$ cat config.mk
export PLATFORM = sky130hd
export DESIGN_NAME = dual_exec_rob
export DESIGN_NICKNAME = d
export VERILOG_FILES = /design/src/rtl/drob_pkg.sv /design/src/rtl/drob_entry.sv /design/src/rtl/drob_pick.sv /design/src/rtl/drob_ptrs.sv /design/src/rtl/dual_exec_rob.sv
export SDC_FILE = /design/constraint.sdc
export NUM_CORES = 1
export LEC_CHECK = 0
export BUFFER_PORTS_ARGS = -buffer_cell sky130_fd_sc_hd__buf_2
export CAP_MARGIN = 20
export CORE_ASPECT_RATIO = 1.75
export CORE_MARGIN = 8
export CORE_UTILIZATION = 59
export CTS_BUF_LIST = sky130_fd_sc_hd__clkbuf_4 sky130_fd_sc_hd__clkbuf_8
export DETAILED_ROUTE_END_ITERATION = 10
export PLACE_DENSITY_LB_ADDON = 0.2
export SLEW_MARGIN = 30
export SYNTH_ARGS = -nofsm -noshare
export SYNTH_HDL_FRONTEND = slang
export SYNTH_SLANG_ARGS = --single-unit
$ cat constraint.sdc
create_clock -name clk -period 11.8 [get_ports clk]
set_clock_uncertainty 0.2 [all_clocks]
set_input_delay 0.59 -clock clk [delete_from_list [all_inputs] [get_ports clk]]
set_output_delay 0.59 -clock clk [all_outputs]
set_load 0.01 [all_outputs]
$ cat src/rtl/drob_pkg.sv
`timescale 1ns/1ps
package drob_pkg;
  typedef enum logic [2:0] {
    ST_EMPTY = 3'd0,
    ST_WAIT  = 3'd1,
    ST_RDY1  = 3'd2,
    ST_RDY2  = 3'd3,
    ST_DONE  = 3'd4
  } ent_state_t;
endpackage

$ cat src/rtl/drob_entry.sv
`timescale 1ns/1ps
module drob_entry
  import drob_pkg::*;
#(
  parameter int DW         = 16,
  parameter int OPW        = 8,
  parameter int MISS_LIMIT = 3
) (
  input  logic           clk,
  input  logic           rst_n,
  input  logic           alloc_i,
  input  logic           alloc_mem_i,
  input  logic           alloc_rdy_i,
  input  logic [OPW-1:0] alloc_op_i,
  input  logic           wake_i,
  input  logic           issue_i,
  input  logic           wb_i,
  input  logic [DW-1:0]  wb_data_i,
  input  logic           retire_i,
  input  logic           kill_i,
  output ent_state_t     state_o,
  output logic           busy_o,
  output logic [OPW-1:0] op_o,
  output logic [DW-1:0]  res_o,
  output logic           err_o
);
  localparam int CW = $clog2(MISS_LIMIT + 1);
  localparam logic [CW-1:0] LIM = CW'(MISS_LIMIT);

  ent_state_t     state_q;
  logic           busy_q;
  logic           mem_q;
  logic [OPW-1:0] op_q;
  logic [DW-1:0]  res_q;
  logic [CW-1:0]  miss_q;

  always_ff @(posedge clk or negedge rst_n) begin
    if (!rst_n) begin
      state_q <= ST_EMPTY;
      busy_q  <= 1'b0;
      mem_q   <= 1'b0;
      op_q    <= '0;
      res_q   <= '0;
      miss_q  <= '0;
    end else if (kill_i || retire_i) begin
      state_q <= ST_EMPTY;
      busy_q  <= 1'b0;
      miss_q  <= '0;
    end else if (alloc_i) begin
      state_q <= alloc_rdy_i ? ST_RDY1 : ST_WAIT;
      busy_q  <= 1'b0;
      mem_q   <= alloc_mem_i;
      op_q    <= alloc_op_i;
      miss_q  <= '0;
    end else begin
      if (wake_i && state_q == ST_WAIT) state_q <= ST_RDY1;
      if (issue_i) busy_q <= 1'b1;
      if (wb_i && busy_q) begin
        busy_q <= 1'b0;
        case (state_q)
          ST_RDY1: begin
            res_q   <= wb_data_i;
            state_q <= mem_q ? ST_DONE : ST_RDY2;
          end
          ST_RDY2: begin
            if (wb_data_i == res_q) begin
              state_q <= ST_DONE;
            end else begin
              state_q <= ST_RDY1;
              if (miss_q != LIM) miss_q <= miss_q + CW'(1);
            end
          end
          default: ;
        endcase
      end
    end
  end

  assign state_o = state_q;
  assign busy_o  = busy_q;
  assign op_o    = op_q;
  assign res_o   = res_q;
  assign err_o   = (miss_q == LIM);
endmodule

$ cat src/rtl/drob_pick.sv
`timescale 1ns/1ps
module drob_pick #(
  parameter int DEPTH = 8,
  parameter int IW    = 3
) (
  input  logic [DEPTH-1:0] cand_i,
  input  logic [IW-1:0]    base_i,
  output logic             any_o,
  output logic [IW-1:0]    idx_o
);
  always_comb begin
    any_o = 1'b0;
    idx_o = '0;
    for (int k = DEPTH - 1; k >= 0; k--) begin
      if (cand_i[base_i + IW'(k)]) begin
        any_o = 1'b1;
        idx_o = base_i + IW'(k);
      end
    end
  end
endmodule

$ cat src/rtl/drob_ptrs.sv
`timescale 1ns/1ps
module drob_ptrs #(
  parameter int DEPTH = 8,
  parameter int IW    = 3
) (
  input  logic          clk,
  input  logic          rst_n,
  input  logic          push_i,
  input  logic          pop_i,
  input  logic          cut_i,
  input  logic [IW-1:0] cut_age_i,
  output logic [IW-1:0] head_o,
  output logic [IW-1:0] tail_o,
  output logic [IW:0]   count_o,
  output logic          full_o
);
  logic [IW:0] head_q, tail_q;

  always_ff @(posedge clk or negedge rst_n) begin
    if (!rst_n) begin
      head_q <= '0;
      tail_q <= '0;
    end else begin
      if (pop_i) head_q <= head_q + (IW+1)'(1);
      if (cut_i)       tail_q <= head_q + {1'b0, cut_age_i} + (IW+1)'(1);
      else if (push_i) tail_q <= tail_q + (IW+1)'(1);
    end
  end

  assign head_o  = head_q[IW-1:0];
  assign tail_o  = tail_q[IW-1:0];
  assign count_o = tail_q - head_q;
  assign full_o  = (count_o == (IW+1)'(DEPTH));
endmodule

$ cat src/rtl/dual_exec_rob.sv
`timescale 1ns/1ps
module dual_exec_rob
  import drob_pkg::*;
#(
  parameter  int DEPTH      = 8,
  parameter  int DW         = 16,
  parameter  int OPW        = 8,
  parameter  int MISS_LIMIT = 3,
  localparam int IW         = $clog2(DEPTH)
) (
  input  logic           clk,
  input  logic           rst_n,
  input  logic           alloc_valid,
  output logic           alloc_ready,
  input  logic           alloc_mem,
  input  logic           alloc_src_ok,
  input  logic [OPW-1:0] alloc_op,
  output logic [IW-1:0]  alloc_idx,
  input  logic           wake_valid,
  input  logic [IW-1:0]  wake_idx,
  output logic           issue_valid,
  input  logic           issue_ready,
  output logic [IW-1:0]  issue_idx,
  output logic           issue_second,
  output logic [OPW-1:0] issue_op,
  input  logic           wb_valid,
  input  logic [IW-1:0]  wb_idx,
  input  logic [DW-1:0]  wb_data,
  output logic           ret_valid,
  input  logic           ret_ready,
  output logic [IW-1:0]  ret_idx,
  output logic [OPW-1:0] ret_op,
  output logic [DW-1:0]  ret_data,
  input  logic           flush_valid,
  input  logic [IW-1:0]  flush_idx,
  output logic           err_flag
);
  ent_state_t     st   [DEPTH];
  logic [OPW-1:0] opa  [DEPTH];
  logic [DW-1:0]  res  [DEPTH];
  logic [DEPTH-1:0] busy, errv, kill, sec_c, fst_c;

  logic [IW-1:0] head_idx, tail_idx, flush_age, sec_idx, fst_idx;
  logic [IW:0]   count;
  logic          full, flush_ok, sec_any, fst_any;
  logic          alloc_fire, iss_fire, ret_fire;

  assign flush_age = flush_idx - head_idx;
  assign flush_ok  = flush_valid && ({1'b0, flush_age} < count);

  assign alloc_ready = !full && !flush_valid;
  assign alloc_fire  = alloc_valid && alloc_ready;
  assign alloc_idx   = tail_idx;

  drob_ptrs #(.DEPTH(DEPTH), .IW(IW)) u_ptrs (
    .clk(clk), .rst_n(rst_n),
    .push_i(alloc_fire), .pop_i(ret_fire),
    .cut_i(flush_ok), .cut_age_i(flush_age),
    .head_o(head_idx), .tail_o(tail_idx),
    .count_o(count), .full_o(full)
  );

  for (genvar i = 0; i < DEPTH; i++) begin : g_ent
    logic [IW-1:0] age;
    assign age     = IW'(i) - head_idx;
    assign kill[i] = flush_ok && (age > flush_age) && ({1'b0, age} < count);
    assign sec_c[i] = (st[i] == ST_RDY2) && !busy[i];
    assign fst_c[i] = (st[i] == ST_RDY1) && !busy[i];

    drob_entry #(.DW(DW), .OPW(OPW), .MISS_LIMIT(MISS_LIMIT)) u_ent (
      .clk        (clk),
      .rst_n      (rst_n),
      .alloc_i    (alloc_fire && tail_idx == IW'(i)),
      .alloc_mem_i(alloc_mem),
      .alloc_rdy_i(alloc_src_ok),
      .alloc_op_i (alloc_op),
      .wake_i     (wake_valid && wake_idx == IW'(i)),
      .issue_i    (iss_fire && issue_idx == IW'(i)),
      .wb_i       (wb_valid && wb_idx == IW'(i)),
      .wb_data_i  (wb_data),
      .retire_i   (ret_fire && head_idx == IW'(i)),
      .kill_i     (kill[i]),
      .state_o    (st[i]),
      .busy_o     (busy[i]),
      .op_o       (opa[i]),
      .res_o      (res[i]),
      .err_o      (errv[i])
    );
  end

  drob_pick #(.DEPTH(DEPTH), .IW(IW)) u_pick_sec (
    .cand_i(sec_c), .base_i(head_idx), .any_o(sec_any), .idx_o(sec_idx)
  );
  drob_pick #(.DEPTH(DEPTH), .IW(IW)) u_pick_fst (
    .cand_i(fst_c), .base_i(head_idx), .any_o(fst_any), .idx_o(fst_idx)
  );

  assign issue_valid  = (sec_any || fst_any) && !flush_valid;
  assign issue_second = sec_any;
  assign issue_idx    = sec_any ? sec_idx : fst_idx;
  assign issue_op     = opa[issue_idx];
  assign iss_fire     = issue_valid && issue_ready;

  assign ret_valid = (st[head_idx] == ST_DONE);
  assign ret_idx   = head_idx;
  assign ret_op    = opa[head_idx];
  assign ret_data  = res[head_idx];
  assign ret_fire  = ret_valid && ret_ready;

  assign err_flag = |errv;
endmodule

# [After elaboration in Yosys (flattened, before gate mapping)]
# Cells that the tools add are included.
[classes] order_cmp=27 bitwise_logic=18 mul=0 div_mod_pow=0 n_reduce_logical=176 add_sub_neg=29 n_mux=216 n_eq_ne=93 shift=0
[ops] cell="3-bit two-way mux" count=67
[ops] cell="16-bit == test" count=8
[ops] cell="2-bit two-way mux" count=49
[ops] cell="1-bit logical AND" count=94
[ops] cell="3-bit by 2-bit == test with 1-bit output, second input constant" count=26
[ops] cell="3-bit nonzero test" count=24
[ops] cell="1-bit two-way mux" count=64
[ops] cell="4-bit AND reduction" count=16
[ops] cell="3-bit == test, second input constant" count=21
[ops] cell="1-bit binary-select mux with 3-bit select" count=16
[ops] cell="16-bit binary-select mux with 3-bit select" count=1
[ops] cell="8-bit binary-select mux with 3-bit select" count=2
[ops] cell="3-bit case mux with 2 select lines" count=8
[ops] cell="3-bit by 1-bit == test with 1-bit output, second input constant" count=13
[ops] cell="3-bit by 4-bit less-than comparator with 1-bit output" count=9
[ops] cell="3-bit by 4-bit less-than comparator with 1-bit output, second input constant" count=8
[ops] cell="16-bit two-way mux" count=2
[ops] cell="8-bit two-way mux" count=4
[ops] cell="4-bit nonzero test" count=8
[ops] cell="3-bit > comparator" count=8
[ops] cell="3-bit by 1-bit != test with 1-bit output, second input constant" count=8
[ops] cell="2-bit by 1-bit adder with 2-bit output, second input constant" count=8
[ops] cell="2-bit == test, second input constant" count=8
[ops] cell="2-bit != test, second input constant" count=8
[ops] cell="22 further kinds" count=79
[totals] mem_count=0 input_bits=43 ram_bits=0 latch_bits=0 regBits=256 mem_bits_ro=0

# [Logic depth before layout (Yosys ltp)]
# Gate-level depths: netlist of the first run.
[logic_depth] ltp_word=20 mapped_depth=17 depth_no_buf=15

# [Modules after synthesis]
# From an unflattened synthesis of the first run, not the netlist that was laid out.
[hier_totals] cells_unflattened=1641 area_unflattened_um2=18052.3
[modules_own_cells] module="drob_entry" seq_area_each_um2=775.7 cells_each=117 area_each_um2=1534.0 n_inst=8
[modules_own_cells] module="dual_exec_rob" seq_area_each_um2=0.0 cells_each=457 area_each_um2=3563.4 n_inst=1
[modules_own_cells] module="drob_pick" seq_area_each_um2=0.0 cells_each=90 area_each_um2=782.0 n_inst=2
[modules_own_cells] module="drob_ptrs" seq_area_each_um2=200.2 cells_each=68 area_each_um2=653.1 n_inst=1

# [Worst setup path after synthesis of the first run]
# Ideal clock, no wire load.
[synth_path] kind="flip-flop to output port" start="register u_ptrs.head_q[2]" end="output issue_op[1]" t_arrival_ps=4198 required_time_ps=11010 path_stages_with_launch=18 path_slack_ps=6812 cell_sequence="dfrtp_1 > clkbuf_1 > inv_1 > clkbuf_1 > clkbuf_1 > ha_1 > clkbuf_1 > inv_1 > mux4_2 > nand2b_1 > a2111o_1 > a32o_1 > o21ai_2 > buf_6 > buf_6 > mux2i_1 > mux2i_1 > mux2_2"
[synth_via] elab_chain_len=16 word_cells_on_any_way=68 classes_between="7 x add/sub; 60 x mux; 1 x bitwise"
[synth_lines] element="from (decl)" line_no="drob_ptrs.sv:17" source="logic [IW:0] head_q, tail_q;"
[synth_lines] element="from (signal assigned)" line_no="drob_ptrs.sv:24" source="if (pop_i) head_q <= head_q + (IW+1)'(1);"
[synth_lines] element="3-bit adder" line_no="drob_pick.sv:15" source="if (cand_i[base_i + IW'(k)]) begin"
[synth_lines] element="1-bit binary-select mux with 3-bit select" line_no="drob_pick.sv:15"
[synth_lines] element="1-bit two-way mux (not written as such)" line_no="drob_pick.sv:15"
[synth_lines] element="3-bit two-way mux or 1-bit two-way mux (tied branches) (8 in a row)" line_no="drob_pick.sv:15"
[synth_lines] element="3-bit two-way mux *" line_no="dual_exec_rob.sv:100" source="assign issue_idx = sec_any ? sec_idx : fst_idx;"
[synth_lines] element="net issue_idx[0]" line_no="dual_exec_rob.sv:23" source="output logic [IW-1:0] issue_idx,"
[synth_lines] element="3-bit inverter with 4-bit output (not written as such) *" line_no="dual_exec_rob.sv:101" source="assign issue_op = opa[issue_idx];"
[synth_lines] element="8-bit binary-select mux with 3-bit select *" line_no="dual_exec_rob.sv:101"
[synth_lines] element="8-bit two-way mux (not written as such) * (2 in a row)" line_no="dual_exec_rob.sv:101"
[synth_lines] element="to (decl)" line_no="dual_exec_rob.sv:25" source="output logic [OPW-1:0] issue_op,"
# Mark *: on every way through the listed nets, which the timed path passes. The rest lies on a longest branch. The select of a mux whose other input is x is not followed.

# [Final worst setup path of the first run]
[layout_path] start="register u_ptrs.head_q[0]" end="output issue_op[6]"
[layout_via] elab_chain_len=16 word_cells_on_any_way=68 classes_between="7 x add/sub; 60 x mux; 1 x bitwise"
[layout_lines] element="3-bit adder" line_no="drob_pick.sv:15, drob_pick.sv:17"
[layout_lines] element="1-bit binary-select mux with 3-bit select" line_no="drob_pick.sv:15"
[layout_lines] element="1-bit two-way mux (not written as such)" line_no="drob_pick.sv:15"
[layout_lines] element="3-bit two-way mux or 1-bit two-way mux (tied branches) (8 in a row)" line_no="drob_pick.sv:15"
[layout_lines] element="3-bit two-way mux *" line_no="dual_exec_rob.sv:100"
[layout_lines] element="3-bit inverter with 4-bit output (not written as such) *" line_no="dual_exec_rob.sv:101"
[layout_lines] element="8-bit binary-select mux with 3-bit select *" line_no="dual_exec_rob.sv:101"
[layout_lines] element="8-bit two-way mux (not written as such) * (2 in a row)" line_no="dual_exec_rob.sv:101"
# Every way passes the cells marked *; elsewhere a longest branch is shown, timed or not. The select of a mux whose other input is x is not followed.

==> results.cfg, run 1 <==
[status]
run_status = finished clean

[floorplan]
fp.coreArea_mm2 = 0.02863
io_pins = 89
core.rowCount = 82
dieArea_mm2 = 0.03487
start_util_pct = 59.69
die_h_um = 241.1
die_width_um = 144.6

[yosys]
yosysTopAreaCell = dfrtp_1
synth_area_mm2 = 0.01709
ys_seq_area_share_pct = 37.50
synth_cells = 1526
synth_fp_nets = 1630
ys_top_cells_by_area = dfrtp_1 (37%), mux2_2 (14%), mux4_2 (8.3%)
synth_area_per_cell_um2 = 11.20
synth-main-ff-cell = dfrtp_1
synth_cell_types = 80
ys_async_sr_fraction_pct = 100.0
yosys_warnings = 0
ys_ff_latch = 256
synth_edf_count = 0
yosysTopAreaCellShare_pct = 37.50

[cts]
clk_latency_ns = 0.57
clock_path_buffers = 3
path_clk_slew_ns = 0.07
cts_buffers = 40
htreeDepth = 2
cts.sink_count = 256
cts_resized = 0
root_buffer = clkbuf_8
cts_tree = built

[power]
ir_worst_vdd_mv = 0.1761
power_leakage_nw = 8.416
power.density_mw_per_mm2 = 286.9

[drt]
postRouteWirelength_mm = 47.50
route.met3.wl_mm = 2.416
drt_iter0_drc = 847
wl_met1_mm = 17.01
drc = 0
wl_per_cell_um = 24.05
vias_per_cell = 6.386
drtPass1Iterations = 9
via_count = 12610
ant_nets = 0
route.top_layer_used = met4
met2_length_mm = 24.97

[critical_path]
crit_buf_inv = 4
crit_type = reg -> out
crit_top_cell = mux2i_1
crit_path_max_incr_delay_ns = 0.88
crit_slowest_cell = dfrtp_4
cp-end-kind = primary output
crit_required_ns = 11.01
start_kind = register
cp_max_fo = 38
worstPathArrival_ns = 6.06
crit_chain = inv_6 > ha_1 > inv_2 > mux4_1 > mux2i_1 > nand2_1 > a41o_1 > a31o_2 > o21ai_4 > buf_4 > mux2i_1 > mux2i_1 > mux2_2 > buf_2
regToRegSetupSlack_ns = 6.24
setup.worst_path.start = u_ptrs.head_q[0]
crit_family = multiplexers
reg2reg_from = u_ptrs.head_q[0]

[place]
hpwlAfterDp_mm = 34.29
numPortBuffers = 88
gp_congestion = 1.013

[timing]
hold_ws_ns = 0.1756
setup_tns_ns = 0
drv_slew = 0
period_share_pct = 58.07
hold_viol = 0
worst_pin_slew_ns = 0.9843
max_slew_margin_pct = 34.38
rsz0062_at_grt = no
period_needed_ns = 6.852
setup_viol = 0
max_freq_mhz = 145.9

[cells_and_area]
layout-drive-gt1-share_pct = 30.01
nNetsFinal = 1674
synthToLayoutAreaGrowth_pct = 8.429

[worst_hold_path]
hold_path_startpoint = alloc_op[7]
hold_class = in -> reg

[global_routing]
grt_pass1_vias = 13460
grt_overflow = 0
grt_pass1_wl_mm = 74.18
antenna_found_initial = 1
grt_max_degree = 115
track_usage_pct = 28.00

[flow_run]
max-cap-violations = 0
[cell type report]
class,instances,area [um2]
Antenna cell,1,2.502
Clock buffer,60,763.2
Clock inverter,8,71.32
Fill cell,2283,10100
Inverter,35,136.4
Multi-Input combinational cell,1134,10080
Sequential cell,256,6415
Tap cell,378,473.0
Timing Repair Buffer,103,585.6
[stage by stage]
step	cell area [um2]	setup WS, ns	instances	total power [mW]	util (%)
finish	18530	4.948	1975	5.316	64.72
global route	18520	4.632	1974	5.650	64.71
CTS	18500	4.944	1974	5.319	64.63
detailed placement	17660	5.558	1905	4.519	61.68
global placement	17630	5.663	1904	4.435	61.61
floorplan	17090	6.812	1526	3.633	-
[state kept, by name, indices dropped and copies added (netlist names)]
signal               count
g_ent.u_ent.res_o      128
g_ent.u_ent.op_o        64
u_ptrs.head_q            4
g_ent.u_ent.state_o     24
u_ptrs.tail_q            4
g_ent.u_ent.busy_o       8
g_ent.u_ent.mem_q        8
g_ent.u_ent.miss_q      16
[timing repair]
action | CTS | global route
hold buffers | 1 | 0
endpoints found under the hold margin | 112 | 0
setup buffers | 0 | 0
[per-layer routing]
metal	up-vias	global-route usage, %
met3	166	3.882
met1	6301	30.07
met4	0	18.35
li1	5696	-
met5	-	0
met2	450	50.15
[cells in the mapped netlist, types with 4 or more instances]
library cell / instances
dfrtp_1: 256
mux2_2: 211
nand2_1: 130
xnor2_1: 124
mux2i_1: 87
nor2_1: 82
mux4_2: 63
ha_1: 57
clkbuf_1: 52
a21oi_1: 42
nand4_1: 35
inv_1: 30
o21ai_0: 25
buf_2: 24
xor2_1: 23
nand3_1: 20
nor4_1: 16
buf_4: 15
nand2b_1: 14
nor4b_1: 14
a31oi_1: 13
or3_1: 13
a21o_1: 10
a311oi_1: 9
and4bb_2: 9
nor3_1: 8
a22oi_1: 7
buf_1: 7
nor2b_1: 7
o21ai_1: 7
o22ai_1: 7
and3_1: 6
or4bb_1: 6
a22o_1: 5
and2_1: 5
nor3b_1: 5
o211ai_1: 5
fa_1: 4
o21a_1: 4
[power by group]
| part | internal [mW] | total (mW) | switching (mW) |
|---|---|---|---|
| clock network | 0.435 | 0.786 | 0.351 |
| logic | 1.37 | 3.24 | 1.86 |
| registers | 1.07 | 1.29 | 0.224 |
| total | 2.88 | 5.32 | 2.44 |
[worst paths after layout]
| path | end | depth (start not counted) |
|---|---|---|
| max | issue_op[6] | 14 |
| min | g_ent[2].u_ent.op_o[7] | 2 |
| max reg2reg | g_ent[0].u_ent.busy_o | 13 |
| min reg2reg | g_ent[6].u_ent.state_o[0] | 1 |
| max in group asynchronous | u_ptrs.head_q[0] | 3 |
| min in group asynchronous | g_ent[0].u_ent.res_o[7] | 2 |
[cell usage in the layout, fill, tap and decap left out, types with 10 or more instances in the layout]
cell type	instances
a21oi_1	42
nand2_1	130
xnor2_1	123
mux2_2	211
a31oi_1	13
nor4_1	16
xor2_1	23
nand2b_1	14
nand4_1	35
or3_1	13
nor4b_1	13
nor2_1	81
nand3_1	20
clkbuf_8	50
clkbuf_4	10
inv_1	30
ha_1	57
o21ai_0	25
a21o_1	10
dfrtp_1	253
buf_2	87
mux4_2	63
mux2i_1	87
buf_4	11
[worst reg2reg max path, cell delays in order, from the launching register on]
cell	delay, ns
dfrtp_4	0.88
inv_6	0.24
ha_1	0.88
inv_2	0.24
mux4_1	0.62
a21o_1	0.22
a31oi_1	0.16
o21ai_0	0.14
a221oi_1	0.32
o22ai_1	0.14
nand2_1	0.09
o21a_1	0.62
inv_1	0.37
o31ai_1	0.33
[cell families after synthesis]
family	Yosys count	synth area share [%]
xor gates and xnor gates	147	7.536
muxes	364	27.70
buffers and inverters	136	3.654
adders and majority gates	61	4.643
AOI/OAI and AO/OA	172	6.840
and+or+nand+nor	390	12.13
DFF	256	37.50
Note: power is estimated with default switching activity, not from simulation.
==> run 2: changes to the inputs <==
Settings changed: CORE_UTILIZATION 59 to 58.
Clock period 11.8 ns to 6.05 ns, I/O delays scaled along.
==> results.cfg, run 2 (synthesized netlist as in run 1, its figures left out) <==
[timing]
max_freq_mhz = 173.8
hold_ws_ns = 0.02481
drv_slew = 0
setup_viol = 0
period_share_pct = 95.12
max_slew_margin_pct = 38.38
worst_pin_slew_ns = 0.9243
setup_tns_ns = 0
hold_viol = 0
rsz0062_at_grt = no
period_needed_ns = 5.755

[cts]
cts_setup_buffers = 0
cts.sink_count = 256
htreeDepth = 2
root_buffer = clkbuf_8
cts_tree = built
clock_path_buffers = 3
clk_latency_ns = 0.57
cts_buffers = 40
path_clk_slew_ns = 0.06

[global_routing]
antenna_found_initial = 0
grt_max_degree = 135
grt_pass1_wl_mm = 76.04
grt_overflow = 0
grt_pass1_vias = 13440
track_usage_pct = 27.45

[drt]
drtPass1Iterations = 7
vias_per_cell = 6.342
via_count = 12680
wl_per_cell_um = 24.19
drc = 0
drt_iter0_drc = 685
postRouteWirelength_mm = 48.39
ant_nets = 0

[floorplan]
start_util_pct = 58.55
io_pins = 89
die_width_um = 145.7
die_h_um = 243.0
fp.coreArea_mm2 = 0.02918
core.rowCount = 83
dieArea_mm2 = 0.03542

[cells_and_area]
nFillCells = 2363
layout_common_cells = dfrtp_1 (253), mux2_2 (211), nand2_1 (130)
stdcell_area_mm2 = 0.01871
antenna_cells = 0
final_util_pct = 64.10
nNetsFinal = 1694
largest_register_ffs = 128
synthToLayoutAreaGrowth_pct = 9.491
layout-drive-gt1-share_pct = 30.22
layout_commonest_cell = dfrtp_1

[critical_path]
setup.worst_path.start = u_ptrs.head_q[1]
rr_endpoint = g_ent[5].u_ent.res_o[4]
crit_required_ns = 5.55
cp-end-kind = primary output
crit_type = reg -> out
start_kind = register
worstPathArrival_ns = 5.25
reg2reg_depth = 13
reg2reg_from = u_ptrs.head_q[0]
regToRegSetupSlack_ns = 0.97
cp_max_fo = 35

[power]
ir_worst_vdd_mv = 1.173
power_leakage_nw = 8.510
power.density_mw_per_mm2 = 560.1

[worst_hold_path]
hold_class = in -> async

[flow_run]
max-cap-violations = 0

[place]
hpwlAfterDp_mm = 34.99
numPortBuffers = 88
dpl_cell_area_mm2 = 0.01773
gp_congestion = 0.9609

[status]
run_status = finished clean
==> run 2: cell type report <==
cell class | instances | area, um2 | area share (%)
clock inverter | 5 | 28.78 | 0.1538
sequential | 256 | 6415 | 34.29
tap | 382 | 478.0 | 2.555
clock buffer | 65 | 794.5 | 4.247
timing repair buffer | 123 | 788.3 | 4.214
multi-input combinational | 1134 | 10070 | 53.81
inverter | 35 | 136.4 | 0.7290
==> run 2: worst max path at each step <==
stage | end | depth (start not counted)
after floorplan | g_ent[2].u_ent.res_o[10] | 15
after global placement | issue_idx[2] | 13
after detailed placement | issue_op[6] | 14
after CTS | issue_op[6] | 14
after global routing | issue_op[6] | 14
final | issue_op[1] | 14
==> run 2: power breakdown <==
group	switching (mW)	internal, mW
Sequential	0.420	2.09
Combinational	3.71	2.75
Clock	0.682	0.829
==> run 2: stage by stage <==
step	total power [mW]	setup slack (ns)	instances
after CTS	10.48	0.2831	1999
final	10.48	0.2953	2000
after global routing	11.17	0.1401	2000
after floorplan	7.086	1.176	1526
after global placement	8.818	0.9283	1917
after detailed placement	8.931	0.8736	1917
==> run 2: critical path, cell delays in order, from the launching register on <==
cell	delay, ns
dfrtp_4	0.76
inv_2	0.24
ha_1	0.46
inv_2	0.23
mux4_1	0.67
mux2i_1	0.28
nand2_1	0.11
a41o_1	0.25
a31o_2	0.26
o21ai_4	0.32
buf_12	0.29
mux2i_1	0.24
mux2i_1	0.10
mux2_2	0.30
buf_2	0.15
==> run 2: per-layer routing <==
metal  GRT usage (%)  vias up  share of wire [%]
li1                -     5720                  -
met1           29.32     6444                 36
met2           50.22      381                 53
met3           3.428      139                4.4
met4           17.23        0                6.5
met5               0        -                  0
==> run 2: timing repair <==
action,4_1_cts,5_1_grt
setup endpoints to repair,0,1
resized for setup,0,1
hold endpoints to repair,208,0
hold buffers,12,0
==> run 3: changes to the inputs <==
Settings changed: PLACE_DENSITY from default to 0.88, PLACE_DENSITY_LB_ADDON 0.2 to default.
==> results.cfg, run 3 (synthesized netlist as in run 1, its figures left out) <==
[power]
ir_worst_vdd_mv = 0.5214
total_power_mw = 10.78
power_leakage_nw = 8.514
power.density_mw_per_mm2 = 574.7

[critical_path]
crit_family = multiplexers
regToRegSetupSlack_ns = 0.90
crit_chain = inv_2 > ha_1 > inv_2 > mux4_1 > mux2i_1 > nand2_1 > a41o_1 > a31o_2 > o21ai_4 > buf_12 > mux2i_1 > mux2i_1 > mux2_2 > buf_2
crit_buf_inv = 4
crit_required_ns = 5.55
cp-end-kind = primary output
setup.worst_path.start = u_ptrs.head_q[1]
reg2reg_from = u_ptrs.tail_q[0]
crit_path_max_incr_delay_ns = 0.67
start_kind = register
crit_type = reg -> out
crit_top_cell = mux2i_1
crit_slowest_cell = o21ai_4
worstPathArrival_ns = 5.16
cp_max_fo = 22

[drt]
via_count = 13380
drtPass1Iterations = 8
wl_per_cell_um = 26.10
ant_nets = 0
vias_per_cell = 6.692
postRouteWirelength_mm = 52.17
drc = 0
drt_iter0_drc = 1275

[global_routing]
grt_pass1_wl_mm = 81.05
antenna_found_initial = 1
track_usage_pct = 29.31
grt_pass1_vias = 14110
grt_overflow = 0
grt_max_degree = 185

[cells_and_area]
final_util_pct = 64.29
layout_common_cells = dfrtp_1 (253), mux2_2 (211), nand2_1 (130)
layout-drive-gt1-share_pct = 30.28
largest_register_ffs = 128
nFillCells = 2080
layout_commonest_cell = dfrtp_1
synthToLayoutAreaGrowth_pct = 9.813
nNetsFinal = 1693

[timing]
max_freq_mhz = 176.5
setup_viol = 0
rsz0062_at_grt = no
hold_ws_ns = 0.05398
max_slew_margin_pct = 35.41
post-route-worst-setup-slack_ns = 0.3856
period_share_pct = 93.63
hold_viol = 0
drv_slew = 0
period_needed_ns = 5.664
worst_pin_slew_ns = 0.9600
setup_tns_ns = 0

[cts]
cts_buffers = 38
cts_tree = built
root_buffer = clkbuf_8
postCtsHoldBufs = 12
clock_path_buffers = 3
cts_setup_buffers = 0
path_clk_slew_ns = 0.07
cts.sink_count = 256
cts_resized = 0
htreeDepth = 2
clk_latency_ns = 0.56

[floorplan]
fp.coreArea_mm2 = 0.02918
dieArea_mm2 = 0.03542
die_width_um = 145.7
start_util_pct = 58.55
core.rowCount = 83
io_pins = 89
die_h_um = 243.0

[flow_run]
max-cap-violations = 0

[worst_hold_path]
hold_path_startpoint = wb_idx[0]
hold_class = in -> reg

[status]
run_status = finished clean

[place]
gp_congestion = 0.9803
dp_slack_ns = 1.057
hpwlAfterDp_mm = 36.17
numPortBuffers = 88
-- run 3: changes by cell type in the layout (fill, tap and decap cells not counted), sizes merged --
cell and change:
inv -1, clkinv +3, clkbuf -8, clkinvlp +1, bufinv +2, diode +2
-- run 3: final timing paths --
check | endpoint | depth (start not counted)
worst max-delay path | issue_op[4] | 14
worst min-delay path | g_ent[1].u_ent.busy_o | 4
worst max register to register | g_ent[4].u_ent.res_o[9] | 13
worst min register to register | g_ent[6].u_ent.state_o[0] | 1
max in group asynchronous | g_ent[2].u_ent.op_o[3] | 4
min in group asynchronous | g_ent[3].u_ent.res_o[6] | 2
-- run 3: final cells by class --
cell class	instances	area, um2	area share [%]
inverters	35	136.4	0.7269
well taps	382	478.0	2.548
diodes	2	5.005	0.02668
repair buffers	124	795.8	4.241
multi-input cells	1134	10080	53.74
clock inverters	10	110.1	0.5869
flip-flops and latches	256	6415	34.19
clock buffers	56	739.5	3.941
-- run 3: layer usage --
metal / GRT usage, % / up-vias / routed length (um)
li1: - / 5717 / -
met1: 30.04 / 6651 / 17080
met2: 51.90 / 748 / 27150
met3: 5.142 / 262 / 3698
met4: 23.07 / 0 / 4243
met5: 0 / - / 0
-- run 3: where the power goes --
part	total, mW	internal [mW]	switching [mW]
sequential	2.49	2.09	0.399
clock	1.57	0.873	0.694
combinational	6.73	2.80	3.93
total	10.8	5.76	5.03
-- run 3: worst min-delay path, stage by stage --
cell,delay [ns]
buf_2,0.16
nand4b_1,0.15
nand3_1,0.08
o21ai_1,0.07
-- run 3: through the flow --
step	area (um2)	instances
after global routing	18760	1998
after floorplan	17090	1526
after detailed placement	17740	1917
after global placement	17730	1917
final	18760	1999
after CTS	18710	1995
